===== config.mk =====
export PLATFORM = sky130hd
export DESIGN_NAME = bsram_ctrl
export DESIGN_NICKNAME = d
export VERILOG_FILES = /design/src/rtl/bsram_pkg.sv /design/src/rtl/bsram_seq.sv /design/src/rtl/bsram_pins.sv /design/src/rtl/bsram_ctrl.sv
export SDC_FILE = /design/constraint.sdc
export NUM_CORES = 1
export LEC_CHECK = 0
export BUFFER_PORTS_ARGS = -buffer_cell sky130_fd_sc_hd__buf_2
export CAP_MARGIN = 20
export CORE_ASPECT_RATIO = 1.2
export CORE_MARGIN = 2
export CORE_UTILIZATION = 54
export CTS_BUF_LIST = sky130_fd_sc_hd__clkbuf_8
export CTS_CLUSTER_DIAMETER = 30
export DETAILED_ROUTE_END_ITERATION = 7
export GPL_ROUTABILITY_DRIVEN = 0
export HOLD_SLACK_MARGIN = 0.1
export PLACE_DENSITY = 0.94
export SETUP_SLACK_MARGIN = 0.15
export SLEW_MARGIN = 5
export SYNTH_ARGS = -nofsm -noshare
export SYNTH_HDL_FRONTEND = slang
export SYNTH_SLANG_ARGS = --single-unit

===== constraint.sdc =====
create_clock -name clk -period 3.5 [get_ports clk]
set_input_delay 0.175 -clock clk [delete_from_list [all_inputs] [get_ports clk]]
set_output_delay 0.175 -clock clk [all_outputs]
set_load 0.03 [all_outputs]

===== src/rtl/bsram_pkg.sv =====
package bsram_pkg;

    typedef enum logic [1:0] {
        PH_IDLE   = 2'd0,
        PH_SETUP  = 2'd1,
        PH_STROBE = 2'd2,
        PH_HOLD   = 2'd3
    } phase_t;

    typedef struct packed {
        logic cs_n;
        logic rd_n;
        logic we_n;
        logic ub_n;
        logic lb_n;
        logic oe;
    } pins_t;

endpackage


===== src/rtl/bsram_seq.sv =====
module bsram_seq
    import bsram_pkg::*;
#(
    parameter int ADDR_W = 20,
    parameter int DATA_W = 16,
    parameter int WAIT_W = 4,
    parameter int HOLD_W = 2
) (
    input  logic              clk,
    input  logic              rst_n,
    input  logic              req_valid,
    input  logic              req_wr,
    input  logic [1:0]        req_be,
    input  logic [ADDR_W-1:0] req_addr,
    input  logic [DATA_W-1:0] req_wdata,
    input  logic              cfg_mode,
    input  logic [WAIT_W-1:0] cfg_wait,
    input  logic [HOLD_W-1:0] cfg_hold,
    input  logic [DATA_W-1:0] bus_rdata,
    output phase_t            phase,
    output logic              lat_mode,
    output logic              lat_wr,
    output logic [1:0]        lat_be,
    output logic [ADDR_W-1:0] lat_addr,
    output logic [DATA_W-1:0] lat_wdata,
    output logic              done,
    output logic [DATA_W-1:0] rdata
);

    localparam int CNT_W  = (WAIT_W > HOLD_W) ? WAIT_W : HOLD_W;
    localparam int LANE_W = DATA_W / 2;

    typedef struct packed {
        phase_t            phase;
        logic [CNT_W-1:0]  cnt;
        logic              mode;
        logic              wr;
        logic [1:0]        be;
        logic [HOLD_W-1:0] hold;
        logic [ADDR_W-1:0] addr;
        logic [DATA_W-1:0] wdata;
        logic              done;
        logic [DATA_W-1:0] rdata;
    } seq_t;

    seq_t st_d, st_q;
    logic [DATA_W-1:0] masked_d;

    always_comb begin
        masked_d[DATA_W-1:LANE_W] = st_q.be[1] ? bus_rdata[DATA_W-1:LANE_W] : '0;
        masked_d[LANE_W-1:0]      = st_q.be[0] ? bus_rdata[LANE_W-1:0] : '0;
    end

    always_comb begin
        st_d      = st_q;
        st_d.done = 1'b0;
        unique case (st_q.phase)
            PH_IDLE: begin
                if (req_valid) begin
                    st_d.mode  = cfg_mode;
                    st_d.wr    = req_wr;
                    st_d.be    = req_be;
                    st_d.hold  = cfg_hold;
                    st_d.addr  = req_addr;
                    st_d.wdata = req_wdata;
                    st_d.cnt   = CNT_W'(cfg_wait);
                    if (req_be == 2'b00) begin
                        st_d.done = 1'b1;
                    end else begin
                        st_d.phase = PH_SETUP;
                    end
                end
            end
            PH_SETUP: begin
                st_d.phase = PH_STROBE;
            end
            PH_STROBE: begin
                if (st_q.cnt != '0) begin
                    st_d.cnt = st_q.cnt - 1'b1;
                end else begin
                    if (!st_q.wr) begin
                        st_d.rdata = masked_d;
                    end
                    if (st_q.mode && st_q.wr && (st_q.hold != '0)) begin
                        st_d.phase = PH_HOLD;
                        st_d.cnt   = CNT_W'(st_q.hold - HOLD_W'(1));
                    end else begin
                        st_d.phase = PH_IDLE;
                        st_d.done  = 1'b1;
                    end
                end
            end
            PH_HOLD: begin
                if (st_q.cnt != '0) begin
                    st_d.cnt = st_q.cnt - 1'b1;
                end else begin
                    st_d.phase = PH_IDLE;
                    st_d.done  = 1'b1;
                end
            end
            default: st_d.phase = PH_IDLE;
        endcase
    end

    always_ff @(posedge clk or negedge rst_n) begin
        if (!rst_n) begin
            st_q       <= '0;
            st_q.phase <= PH_IDLE;
        end else begin
            st_q <= st_d;
        end
    end

    assign phase     = st_q.phase;
    assign lat_mode  = st_q.mode;
    assign lat_wr    = st_q.wr;
    assign lat_be    = st_q.be;
    assign lat_addr  = st_q.addr;
    assign lat_wdata = st_q.wdata;
    assign done      = st_q.done;
    assign rdata     = st_q.rdata;

endmodule


===== src/rtl/bsram_pins.sv =====
module bsram_pins
    import bsram_pkg::*;
(
    input  phase_t     phase,
    input  logic       mode,
    input  logic       wr,
    input  logic [1:0] be,
    output pins_t      pins
);

    logic active;
    logic strobe;
    logic sel;

    always_comb begin
        active = (phase != PH_IDLE);
        strobe = (phase == PH_STROBE);
        // mode 1 keeps byte selects on for the whole access; mode 0 pulses them
        sel    = mode ? active : strobe;

        pins.cs_n = !active;
        pins.rd_n = !(strobe && !wr);
        if (mode) begin
            pins.we_n = !(strobe && wr);
        end else begin
            pins.we_n = !(wr && ((phase == PH_SETUP) || strobe));
        end
        pins.ub_n = !(sel && be[1]);
        pins.lb_n = !(sel && be[0]);
        pins.oe   = active && wr;
    end

endmodule


===== src/rtl/bsram_ctrl.sv =====
module bsram_ctrl
    import bsram_pkg::*;
#(
    parameter int ADDR_W = 20,
    parameter int DATA_W = 16,
    parameter int WAIT_W = 4,
    parameter int HOLD_W = 2
) (
    input  logic              clk,
    input  logic              rst_n,
    input  logic              req_valid,
    input  logic              req_wr,
    input  logic [1:0]        req_be,
    input  logic [ADDR_W-1:0] req_addr,
    input  logic [DATA_W-1:0] req_wdata,
    input  logic              cfg_mode,
    input  logic [WAIT_W-1:0] cfg_wait,
    input  logic [HOLD_W-1:0] cfg_hold,
    output logic [ADDR_W-1:0] mem_addr,
    output logic              mem_cs_n,
    output logic              mem_rd_n,
    output logic              mem_we_n,
    output logic              mem_ub_n,
    output logic              mem_lb_n,
    output logic [DATA_W-1:0] mem_dq_out,
    output logic              mem_dq_oe,
    input  logic [DATA_W-1:0] mem_dq_in,
    output logic              rsp_done,
    output logic [DATA_W-1:0] rsp_rdata
);

    phase_t            phase;
    logic              lat_mode;
    logic              lat_wr;
    logic [1:0]        lat_be;
    pins_t             pins;

    bsram_seq #(
        .ADDR_W (ADDR_W),
        .DATA_W (DATA_W),
        .WAIT_W (WAIT_W),
        .HOLD_W (HOLD_W)
    ) u_seq (
        .clk       (clk),
        .rst_n     (rst_n),
        .req_valid (req_valid),
        .req_wr    (req_wr),
        .req_be    (req_be),
        .req_addr  (req_addr),
        .req_wdata (req_wdata),
        .cfg_mode  (cfg_mode),
        .cfg_wait  (cfg_wait),
        .cfg_hold  (cfg_hold),
        .bus_rdata (mem_dq_in),
        .phase     (phase),
        .lat_mode  (lat_mode),
        .lat_wr    (lat_wr),
        .lat_be    (lat_be),
        .lat_addr  (mem_addr),
        .lat_wdata (mem_dq_out),
        .done      (rsp_done),
        .rdata     (rsp_rdata)
    );

    bsram_pins u_pins (
        .phase (phase),
        .mode  (lat_mode),
        .wr    (lat_wr),
        .be    (lat_be),
        .pins  (pins)
    );

    assign mem_cs_n  = pins.cs_n;
    assign mem_rd_n  = pins.rd_n;
    assign mem_we_n  = pins.we_n;
    assign mem_ub_n  = pins.ub_n;
    assign mem_lb_n  = pins.lb_n;
    assign mem_dq_oe = pins.oe;

endmodule


==> impl_results.md, run 1 <==
- Status: complete, no violations
- # rows: 31
- Port-buffer cells: 123
- Max-cap violations: 0
- Routed WL per cell: ~14 µm
- Vias: 2543
- First-pass DRT Iterations: 4
- Via count of the first global-routing pass: roughly 2600
- Ranking of synthesized cells by area: dfrtp_1, mux2_2, buf_4, nand2_1, o21ai_2
- Final wirelength: around 7400 µm
- DRT iter0 DRCs: 91
- Final setup viols: 0
- Clock root buffer: clkbuf_8
- Slew Viols, Final: 0
- Global-route wire length before repair: between 10000 and 15000 µm
- Number of I/O pins: around 120
- CTS tree: done
- CP Cell Sequence: inv_1 > ha_1 > nand2_2 > o32a_1 > nor2_1
- Gr usage total: 0.225
- CTS Buf Count: 9
- Peak supply drop: between 500 and 600 µV
- Seq/Total Area, Yosys: 0.484
- Number of buffers and inverters on the critical path: 1
- Largest stage delay, worst path: between 0.5 and 0.6 ns
- ANT cells: 0
- Crit Path Max Fanout: 43
- Die area: 0.00688 mm²
- DIE HEIGHT: just over 90 µm
- Seq cells post-synth: 65
- Top delay family on crit path: simple AND/OR/NAND/NOR gates
- Fin crit share: 0.615
- CTS max path bufs: 2
- CTS Sinks: 65
- Unrepaired setup endpoints after global routing: no
- Pre-CTS setup slack: about 1.3 ns
- Leak: approximately 0.0021 µW
- Mapped Cells: between 300 and 400
- Most common cell after layout, fill and taps aside: buf_2
- Aggregate negative setup slack: 0 ns
- Power density over cell area: 886 mW/mm²
- Fraction of layout cells with a size suffix above 1: 0.461
- Crit path time final: 2.15 ns
- Clk slew on worst S/H paths: roughly 0.070 ns
- Slowest-stage cell, CP: nand2_2
- Core Util, Final: 0.726
- Setup bufs post-CTS: 0
- DRT antenna net count: 0
- Worst hold path type: in2reg
- Worst Reg-to-Reg Cells: 5
- Relative slew margins: 0.352
- Later-pin clock latency in the skew report: around 0.32 ns
- Detailed placer's ending HPWL: ~4700 µm
- CTS Hold Buffers Added: 56
- Slew @ Worst Pin: slightly below 1 ns
- Finished Cell Area: roughly 0.0044 mm²
- H-tree Lvls: 3
- Placed cell area: about 0.0036 mm²
- Die width: ~76 µm
- Met1 usage: 0.266
- Largest net degree at the start of global routing: 44
- Fmax: between 400 and 500 MHz
- Worst Setup End Kind: register
- Vias/cell: approximately 4.9
- Commonest non-fill, non-tap cells in the layout: buf_2, dfrtp_1, dlygate4sd3_1
- Worst path depth: 5
- Synthesized area: around 0.0034 mm²
- Crit path arrival time: approximately 2.4 ns
- Area grow syn2layout: 29.7%
- Clk_skew: ~0.010 ns
- Hold depth: 2
- Total congestion overflow: 0
- Starting density of the core: 0.559
- CP Class: reg2reg
- Fin. Hold Viols: 0
- YS warnings: 0
- Met2 Use GR: 0.403
- Nets: 503
- Net Count, Synth: approximately 380
- Placeable Area: 0.00601 mm²
- Initial antenna violation count: 0
- Met3 usage: 0.0500
- Post-synth top area share: 0.484
- Worst Setup Start Kind: register
- Synth unique cells: 35
- Crit path required time: 3.75 ns
- DRC Markers: 0
- Final worst slack: approximately 1.3 ns
- Global routing's busiest layer: met2
- Mapped Avg Cell Area: between 10 and 15 µm²
- Top cell type by total area after synthesis: dfrtp_1
- # resized after CTS: 0
final timing paths:
path                           startpoint                  end  slack, ns
setup / recovery           u_seq.phase[1]           u_seq.done       1.35
hold / removal                  req_be[0]      u_seq.lat_be[0]       0.12
setup reg to reg           u_seq.phase[1]           u_seq.done       1.35
hold reg to reg            u_seq.rdata[5]       u_seq.rdata[5]       0.48
max in group asynchronous           rst_n  u_seq.lat_wdata[15]       2.14
min in group asynchronous           rst_n       u_seq.st_q[60]       0.44
power breakdown:
group / switching (µW) / internal [µW] / total [µW] / leakage [µW]
registers: 230 / 1080 / 1310 / 0.000796
clock network: 265 / 285 / 550 / 0.0000871
logic: 1240 / 760 / 2000 / 0.00125
total: 1740 / 2130 / 3860 / 0.00214
worst register-to-register path: stages, from the launching register on:
cell     delay (ns)
dfrtp_1        0.44
inv_1          0.15
ha_1           0.29
nand2_2        0.58
o32a_1         0.54
nor2_1         0.10
cell type report:
type / count / area, µm²
fillers: 380 / 1650
multi-input cells: 162 / 1220
repair buffers: 181 / 1210
inverters: 10 / 37.5
clock inverters: 3 / 17.5
well taps: 82 / 103
flip-flops and latches: 65 / 1630
clock buffers: 11 / 151
per-layer routing:
metal / share of wire / wire (µm)
met1: 0.40 / 2940
met2: 0.54 / 3980
met3: 0.052 / 388
met4: 0.014 / 104
met5: 0 / 0
registers in the layout, summed over array words and instances, names as in the netlist:
| register | flops |
|---|---|
| u_seq.st_q | 6 |
| u_seq.lat_addr | 20 |
| u_seq.lat_wdata | 16 |
| u_seq.phase | 2 |
| u_seq.rdata | 16 |
| u_seq.lat_be | 2 |
| u_seq.done | 1 |
| u_seq.lat_wr | 1 |
| u_seq.lat_mode | 1 |
cells by family after synthesis:
group	Yosys count	synth area share
multiplexers	45	0.150
AO/OA/AOI/OAI	48	0.100
AND/OR/NAND/NOR	60	0.0774
adder cells (fa/ha/maj)	9	0.0335
flip-flops	65	0.484
buffers and inverters	75	0.156
Yosys cell counts:
library cell,instances
or2_1,1
or2_2,1
a21oi_1,8
a31oi_1,3
inv_1,10
a32oi_1,1
nand2b_1,1
o21a_1,2
mux2i_1,2
o221ai_1,1
o32a_1,1
a21boi_0,1
a211oi_1,2
buf_1,4
o21ai_2,14
mux2_2,43
clkbuf_1,4
buf_6,4
nor3_1,3
nand2_1,43
a311o_1,1
a22o_1,1
a2bb2oi_1,1
ha_1,9
dfrtp_1,65
buf_4,52
or3_4,1
o21ai_0,9
nor3b_1,1
nor2b_1,2
nor2_1,5
o211ai_1,1
buf_12,1
nand3b_1,2
o21ai_1,2
through the flow:
step / instances / hold WS (ns) / total power, µW
2_1_floorplan: 302 / -0.121 / 3100
3_3_place_gp: 443 / 0.265 / 3170
3_5_place_dp: 444 / 0.271 / 3260
4_1_cts: 514 / 0.102 / 3870
5_1_grt: 514 / 0.108 / 4110
6_report: 514 / 0.124 / 3860
(Power assumes the default switching activity.)
==> run 2: changes to the inputs <==
Settings changed: CORE_UTILIZATION 54 to 51, PLACE_DENSITY 0.94 to 0.9.
Clock period 3.5 ns to 2.1 ns, I/O delays scaled along.
==> run 2 against run 1 <==
Core utilization down 2.7 points. Sequential share of layout area down 0.95 points. Critical path depth up 3. Highest routed layer unchanged. Non-clock buffer count up 7. Flip-flop and latch count unchanged. Combinational power up 71%. First-iteration DRC count down 23%. Via count up 1.3%. Clock-buffer cell count unchanged. Maximum frequency up 16%.
==> impl_results.md, run 2 (same netlist as run 1, synthesis figures left out) <==
- Status: complete, no violations
- Commonest non-fill, non-tap cells in the layout: buf_2, dfrtp_1, dlygate4sd3_1
- Clk_skew: 0.00820 ns (-0.00221 ns)
- CTS tree: done
- Area of the multi-input gates: 0.00123 mm² (+1.0%)
- Worst Setup End Kind: register
- # fillers: 472 (+24%)
- Combinational Power Share: 0.514 (-0.004)
- Reg power frac: 0.329 (-0.010)
- Routed WL per cell: 14.5 µm (+0.71%)
- Largest net degree at the start of global routing: 41 (-6.8%)
- Area grow syn2layout: 33.1%
- Final setup viols: 0 (unchanged)
- Relative slew margins: 0.544 (+0.192)
- Port-buffer cells: 123 (unchanged)
- Slew @ Worst Pin: 0.684 ns (-0.285 ns)
- Number of I/O pins: 124 (unchanged)
- Worst hold path type: in2reg
- Detailed placer's ending HPWL: 4820 µm (+1.7%)
- Clock root buffer: clkbuf_8
- CTS Sinks: 65 (unchanged)
- Switching power: 2930 µW (+68%)
- Max FFs per register: 20 (unchanged)
- Starting density of the core: 0.525 (-0.0344)
- Vias: 2576 (+1.3%)
- # rows: 32 (+3.2%)
- Most common cell after layout, fill and taps aside: buf_2
- Via count of the first global-routing pass: 2637 (+0.84%)
- Global-route wire length before repair: 12600 µm (+2.2%)
- Power density over cell area: 1490 mW/mm² (+68%)
- CTS max path bufs: 2 (unchanged)
- Worst Setup Start Kind: register
- DRT iter0 DRCs: 70 (-23%)
- Die area: 0.00726 mm² (+5.6%)
- Gr usage total: 0.221 (-0.00402)
- Placeable Area: 0.00641 mm² (+6.6%)
- Final wirelength: 7620 µm (+2.9%)
- Total congestion overflow: 0 (unchanged)
- Crit path time final: 1.85 ns (-0.304 ns)
- Peak supply drop: 825 µV (+51%)
- Later-pin clock latency in the skew report: 0.33 ns (about the same)
- Crit Path Max Fanout: 32 (-26%)
- Clock Power Share: 0.156 (+0.014)
- Initial antenna violation count: 0 (unchanged)
- Nets: 510 (+1.4%)
- ANT cells: 0 (unchanged)
- Pwr Total: 6650 µW (+72%)
- Crit path arrival time: 2.05 ns (-0.35 ns)
- Aggregate negative setup slack: 0 ns (unchanged)
- Internal: 3730 µW (+75%)
- CTS Buf Count: 9 (unchanged)
- DRC Markers: 0 (unchanged)
- CP Class: reg2reg
- Register Area: 0.00163 mm² (unchanged)
- Fraction of layout cells with a size suffix above 1: 0.475 (+0.0144)
- Vias/cell: 4.91 (-0.82%)
- Leak: 0.00219 µW (+2.3%)
- H-tree Lvls: 3 (unchanged)
- Sw Ratio: 0.440 (-0.00988)
- Finished Cell Area: 0.00448 mm² (+2.6%)
- First-pass DRT Iterations: 4 (unchanged)
- Clk slew on worst S/H paths: 0.07 ns (about the same)
- Fin crit share: 0.880 (+0.265)
- Placed cell area: 0.00366 mm² (+0.72%)
- DRT antenna net count: 0 (unchanged)
- Fmax: 541 MHz (+16%)
- DIE HEIGHT: 93.0 µm (+2.8%)
- Max-cap violations: 0 (unchanged)
- Slew Viols, Final: 0 (unchanged)
- Unrepaired setup endpoints after global routing: no
- Die width: 78.1 µm (+2.7%)
- Crit path required time: 2.31 ns (-1.44 ns)
- Fin. Hold Viols: 0 (unchanged)
## run 2: cell types whose count changed in the layout (fill, tap and decap cells not counted), sizes merged
cell	delta
buf	+3
clkinvlp	-1
inv	+1
dlygate4sd3	+4
bufinv	+1
## run 2: area by class of cell
class,instances,area share
Clock inverter,4,0.00978
Clock buffer,11,0.0338
Tap cell,85,0.0238
Multi-Input combinational cell,162,0.274
Inverter,10,0.00838
Sequential cell,65,0.363
Timing Repair Buffer,188,0.286
## run 2: worst paths after layout
kind | start | end | slack (ns) | cells past startpoint
worst max-delay path | u_seq.st_q[59] | u_seq.rdata[0] | 0.25 | 8
worst min-delay path | cfg_wait[0] | u_seq.st_q[59] | 0.14 | 4
worst max register to register | u_seq.st_q[59] | u_seq.rdata[0] | 0.25 | 8
worst min register to register | u_seq.rdata[9] | u_seq.rdata[9] | 0.48 | 2
max in group asynchronous | rst_n | u_seq.lat_wdata[13] | 1.13 | 3
min in group asynchronous | rst_n | u_seq.rdata[12] | 0.35 | 2
## run 2: metrics by stage
step / utilization / instances / worst slack, ns / hold slack (ns)
CTS: 0.696 / 524 / 0.161 / 0.132
floorplan: - / 302 / 0.198 / -0.191
global placement: 0.571 / 449 / 0.234 / 0.178
finish: 0.699 / 525 / 0.252 / 0.144
detailed placement: 0.571 / 449 / 0.172 / 0.186
global route: 0.699 / 525 / 0.152 / 0.173
## run 2: routing by layer
| layer | vias to the layer above | part of all wire | track usage | wire, µm |
|---|---|---|---|---|
| met5 | - | 0 | 0 | 0 |
| met2 | 96 | 0.54 | 0.402 | 4130 |
| li1 | 1233 | - | - | - |
| met3 | 19 | 0.056 | 0.0439 | 426 |
| met4 | 0 | 0.025 | 0.0863 | 190 |
| met1 | 1228 | 0.38 | 0.255 | 2870 |
## run 2: what timing repair did
item,in CTS,in global routing
buffers inserted,0,1
hold endpoints to repair,89,0
setup endpoints to repair,0,21
hold buffers,60,0
gates resized for setup,0,7
## run 2: power by group through the flow
| stage | Sequential [µW] | Combinational, µW | Clock [µW] |
|---|---|---|---|
| floorplan | 2060 | 3110 | 0 |
| finish | 2190 | 3420 | 1040 |
| detailed placement | 2190 | 3270 | 0 |
| CTS | 2170 | 3370 | 1060 |
| global route | 2270 | 3670 | 1140 |
| global placement | 2160 | 3180 | 0 |
## run 2: worst max-delay path, cell delays in order, from the launching register on
cell,delay [ns]
dfrtp_1,0.42
inv_2,0.08
ha_2,0.19
inv_1,0.06
or3_4,0.35
or2_1,0.25
buf_6,0.19
nand2_1,0.12
o21ai_2,0.05
